File: src/rtl/spi_regfile_slave.sv
`timescale 1ns/1ps
module spi_regfile_slave #(
  parameter int ADDR_W = 4,
  parameter int SYNC_N = 2
) (
  input  logic              clk,
  input  logic              rst_n,
  input  logic              sck,
  input  logic              mosi,
  input  logic              cs_n,
  output logic              miso,
  output logic              miso_oe,
  input  logic [ADDR_W-1:0] int_addr,
  output logic [7:0]        int_rdata
);
  localparam int NREG = 1 << ADDR_W;

  logic [SYNC_N-1:0] sck_q, mosi_q, cs_q;
  logic sck_d, cs_d;
  logic [NREG-1:0][7:0] regs;
  logic [ADDR_W-1:0] addr;
  logic is_wr, sel, pend;
  logic [2:0] bit_cnt;
  logic [1:0] byte_cnt;
  logic [6:0] shin;
  logic [7:0] shout, nxt;

  wire sck_s  = sck_q[SYNC_N-1];
  wire mosi_s = mosi_q[SYNC_N-1];
  wire cs_s   = cs_q[SYNC_N-1];
  wire sck_rise = sck_s & ~sck_d;
  wire sck_fall = ~sck_s & sck_d;
  wire cs_fall  = ~cs_s & cs_d;
  wire cs_rise  = cs_s & ~cs_d;
  wire [7:0] rx_byte = {shin, mosi_s};
  wire [ADDR_W-1:0] addr_n = ADDR_W'(addr + 1'b1);

  always_ff @(posedge clk or negedge rst_n) begin
    if (!rst_n) begin
      sck_q  <= '0;
      mosi_q <= '0;
      cs_q   <= '1;
      sck_d  <= 1'b0;
      cs_d   <= 1'b1;
    end else begin
      sck_q  <= {sck_q[SYNC_N-2:0], sck};
      mosi_q <= {mosi_q[SYNC_N-2:0], mosi};
      cs_q   <= {cs_q[SYNC_N-2:0], cs_n};
      sck_d  <= sck_s;
      cs_d   <= cs_s;
    end
  end

  always_ff @(posedge clk or negedge rst_n) begin
    if (!rst_n) begin
      regs     <= '0;
      addr     <= '0;
      is_wr    <= 1'b0;
      sel      <= 1'b0;
      pend     <= 1'b0;
      bit_cnt  <= '0;
      byte_cnt <= '0;
      shin     <= '0;
      shout    <= '1;
      nxt      <= '0;
    end else if (cs_fall) begin
      sel      <= 1'b1;
      pend     <= 1'b0;
      bit_cnt  <= '0;
      byte_cnt <= '0;
      shout    <= '1;
    end else if (cs_rise) begin
      sel <= 1'b0;
    end else if (sel) begin
      if (sck_rise) begin
        shin    <= rx_byte[6:0];
        bit_cnt <= bit_cnt + 3'd1;
        if (bit_cnt == 3'd7) begin
          pend <= 1'b1;
          if (byte_cnt != 2'd3) byte_cnt <= byte_cnt + 2'd1;
          case (byte_cnt)
            2'd0: begin
              addr  <= rx_byte[ADDR_W-1:0];
              is_wr <= (rx_byte[7:6] == 2'b00);
              nxt   <= regs[rx_byte[ADDR_W-1:0]];
            end
            2'd1: begin
              if (is_wr) regs[addr] <= rx_byte;
              nxt <= regs[addr_n];
            end
            2'd2: begin
              if (is_wr) regs[addr_n] <= rx_byte;
              nxt <= '0;
            end
            default: nxt <= '0;
          endcase
        end
      end else if (sck_fall) begin
        if (pend) begin
          shout <= nxt;
          pend  <= 1'b0;
        end else begin
          shout <= {shout[6:0], 1'b0};
        end
      end
    end
  end

  assign miso      = shout[7];
  assign miso_oe   = sel;
  assign int_rdata = regs[int_addr];
endmodule


File: config.mk
export PLATFORM = sky130hd
export DESIGN_NAME = spi_regfile_slave
export DESIGN_NICKNAME = d
export VERILOG_FILES = /design/src/rtl/spi_regfile_slave.sv
export SDC_FILE = /design/constraint.sdc
export NUM_CORES = 1
export LEC_CHECK = 0
export BUFFER_PORTS_ARGS = -buffer_cell sky130_fd_sc_hd__buf_2
export CAP_MARGIN = 20
export CORE_MARGIN = 2
export CORE_UTILIZATION = 48
export CTS_CLUSTER_DIAMETER = 50
export CTS_CLUSTER_SIZE = 25
export DETAILED_ROUTE_END_ITERATION = 8
export GPL_ROUTABILITY_DRIVEN = 0
export MAX_ROUTING_LAYER = met4
export PLACE_DENSITY = 0.73
export RECOVER_POWER = 25
export SYNTH_ARGS = -nofsm -noshare
export SYNTH_HDL_FRONTEND = slang
export SYNTH_SLANG_ARGS = --single-unit
File: constraint.sdc
create_clock -name clk -period 2.82 [get_ports clk]
set_clock_uncertainty 0.15 [all_clocks]
set_input_delay 0.282 -clock clk [delete_from_list [all_inputs] [get_ports clk]]
set_output_delay 0.282 -clock clk [all_outputs]
set_load 0.05 [all_outputs]
==> metrics.csv <==
stage,metric,value,unit
status,status,finished with violations,
status,failing checks,"capacitance limit, slew limit",
sta,relative slew slack,-19.72,%
sta,"Setup violations, final",0,
placed_design,"Cell Area, Placed",0.01074,sq mm
clock_tree,CTS sink count,171,
sta,worst slew pin tran,1.796,ns
setup_path,CP max stage cell,dfstp_2,
power,Power Internal,4.613,mW
power,clock share of power,35.6,%
power,Net Sw Power,2.149,mW
yosys,post-synth net total,751,
sta,RSZ-0062 raised after global routing,no,
yosys,Synth Area in Adders,1.834,%
yosys,ys flop type,dfrtp_1,
final_layout,fin util,54.29,%
final_layout,Layout area overhead,11.19,%
yosys,Simple-Gate Fraction of Synth Area,4.647,%
power,Switching Fraction,31.79,%
yosys,register area share after synthesis,41.95,%
setup_path,crit-path cells,inv_1 > ha_1 > nand4_1 > or2_0 > buf_12 > nor3_4 > mux2_2,
setup_path,crit path DAT,2.83,ns
power,register share of total power,41.4,%
die,core box area,0.02096,sq mm
die,Die X,150.0,um
routing,DRT Wirelength,25.45,mm
global_routing,Total Routing Usage GR,24.53,%
placed_design,Post-Place Cells,993,
routing,Residual DRC,0,
global_routing,first-pass GRT wire length,40.51,mm
power,Logic pwr share,23.0,%
final_layout,post-route cell area,0.01138,sq mm
die,Starting Density,48.83,%
global_routing,vias in the first global route,7139,
die,Vert. Die Dim,150.0,um
placed_design,dpl ws,0.1837,ns
sta,final hold vios,0,
setup_path,critical path's largest stage delay,0.55,ns
yosys,main combinational cell family by area after synthesis,multiplexers,
run,# Max-Cap Violations,1,
die,row cnt,53,
placed_design,input/output buffers,18,
sta,Tcrit/Tclk final,94.09,%
setup_path,crit path launch type,flop,
clock_tree,H-Tree Depth,4,
yosys,Synth Cell Area,0.01023,sq mm
global_routing,GRT overflow,0,
routing,Via density,6.545,
sta,Final Slew Violations,68,
setup_path,Crit Path Class,flop to flop,
sta,FMAX,0.3769,GHz
power,P per Cell Area,594.4,mW/mm^2
routing,Final ANT Viol Nets,0,
clock_tree,clk_lat worst skew,0.44,ns
clock_tree,Clock Pin Slew Worst Setup and Hold Paths,0.07,ns
power,peak supply drop,0.3698,mV
sta,min cycle time layout,2.653,ns
final_layout,# nets final,765,
routing,TritonRoute pass-1 iters,5,
sta,"Worst Setup Slack, final",0.1666,ns
routing,drt wl/cell,24.68,um
yosys,Post-synth EDFFs,0,
yosys,cells after synthesis,727,
setup_path,CP endpoint kind,flop,
yosys,complex-gate fraction of the synthesized area,7.655,%
final_layout,layout cells sized above 1,45.62,%
hold_path,hold crit path type,flop to flop,
clock_tree,CTS tree,yes,
clock_tree,CTS Buf Count,17,
power,Leak Pwr,4.944,nW
routing,DRT iter0 DRCs,530,
routing,via count,6748,
yosys,area share of xor/xnor cells in the synthesized design,0.3179,%
global_routing,antenna violations before repair,2,
final_layout,fillers,1714,
global_routing,pin count of the biggest net entering global routing,70,
clock_tree,CTS root buf,clkbuf_16,
power,total power,6.762,mW
clock_tree,setup bufs post-CTS,0,
yosys,"FFs w/ async S/R, synth",100.0,%
yosys,count of cell types in the netlist,53,
yosys,multiplexer share of the synthesized area,40.46,%
setup_path,worst path required time,3.00,ns
placed_design,Detail Placement HPWL,17.29,mm
yosys,Synth Register Bits,171,
yosys,Mean Syn Cell Area,14.07,sq um
sta,Fin Setup TNS,0,ns
die,IO Pins,19,
sta,WHS,0.2187,ns
setup_path,maximum fanout along the worst path,12,
clock_tree,clock tree buffer depth,2,
die,Die ar.,0.02250,sq mm
final_layout,Post-Layout Cell Count,1031,
yosys,Synth Warn #,0,
final timing paths:
check	from	end	slack [ns]	cells past startpoint
setup / recovery	cs_q[1]	regs[38]	0.17	7
hold / removal	cs_q[0]	cs_q[1]	0.22	0
setup reg to reg	cs_q[1]	regs[38]	0.17	7
hold reg to reg	cs_q[0]	cs_q[1]	0.22	0
max in group asynchronous	rst_n	mosi_q[1]	0.50	2
min in group asynchronous	rst_n	sck_d	0.71	2
critical path, delay by kind of cell, from the launching register on:
kind,cells,cell delay (ns)
flip-flops,1,0.55
buffers and inverters,2,0.23
adder cells (fa/ha/maj),1,0.32
AND/OR/NAND/NOR,3,0.88
multiplexers,1,0.40
per-layer routing:
metal	vias up	global-route usage [%]	part of all wire (%)
met5	-	-	0
met4	0	7.783	1.4
met3	39	6.098	6.6
met2	244	37.74	49
met1	3577	32.26	42
li1	2888	-	-
cell usage after synthesis, types with 4 or more instances:
cell type,number,area (sq um)
nand2_1,19,71.32
buf_1,7,26.28
a22oi_1,16,120.1
o32a_1,7,70.07
buf_2,28,140.1
dfrtp_1,160,4004
inv_1,9,33.78
mux2_2,141,1588
a21oi_2,5,43.79
nor2_1,5,18.77
a21oi_1,7,35.03
nor2b_1,18,112.6
mux4_2,88,1982
nand3_1,4,20.02
clkbuf_1,23,86.33
ha_1,15,187.7
mux2i_1,57,570.6
o21ai_0,20,100.1
nand4_1,7,43.79
and3b_1,6,52.55
o211ai_1,13,97.59
dfstp_2,11,289.0
a32oi_1,9,78.83
a211oi_1,7,52.55
flip-flops by register name, indices dropped and copies added, names as in the netlist, 2 cells and up:
name,flops
cs_q,2
shin,7
sck_q,2
bit_cnt,3
byte_cnt,2
addr,4
regs,128
nxt,8
shout,8
mosi_q,2
cells in the final DEF, fill, tap and decap left out, types with 3 or more instances in the layout:
cell type	count
a21oi_4	3
mux2_2	141
mux2i_1	57
nor2b_1	18
a32oi_1	9
nand3_1	4
a21oi_1	7
buf_4	28
nand3b_1	3
clkbuf_16	17
dfstp_2	11
dfrtp_1	159
nor2_1	5
mux4_2	88
ha_1	14
a22oi_1	16
buf_12	7
dlygate4sd3_1	4
nand2_1	19
and4_1	3
o32a_1	7
o21ai_0	20
buf_2	16
inv_6	6
nand4_1	7
and3b_1	6
a21oi_2	5
o211ai_1	13
inv_1	9
a211oi_1	7
area by class of cell:
| class | instances | area (sq um) | share of cell area (%) |
|---|---|---|---|
| antenna | 2 | 5.005 | 0.04399 |
| clock buffer | 18 | 439.2 | 3.860 |
| clock inverter | 14 | 157.7 | 1.386 |
| inverter | 9 | 33.78 | 0.2969 |
| multi-input combinational | 485 | 5622 | 49.41 |
| sequential | 171 | 4297 | 37.77 |
| tap | 275 | 344.1 | 3.024 |
| timing repair buffer | 57 | 479.2 | 4.212 |
kinds of logic after synthesis:
family | after synthesis
multiplexers | 286
flip-flops | 171
AO/OA/AOI/OAI | 104
AND/OR/NAND/NOR | 78
buffers and inverters | 71
adder cells (fa/ha/maj) | 15
XOR/XNOR | 2
power groups by stage:
stage                     logic [mW]  registers (mW)  clock network (mW)
after CTS                       1.55            2.80                2.44
after floorplan                 1.14            2.77                   0
final                           1.55            2.80                2.41
after global routing            1.67            2.83                2.55
after detailed placement        1.54            2.85                   0
after global placement          1.52            2.84                   0
what timing repair did:
| item | in CTS | in global routing |
|---|---|---|
| hold buffers | 4 | 0 |
| hold endpoints to repair | 59 | 0 |
| resized for setup | 0 | 0 |
| endpoints found under the setup margin | 0 | 0 |
Power figures use the tool's default switching activity.
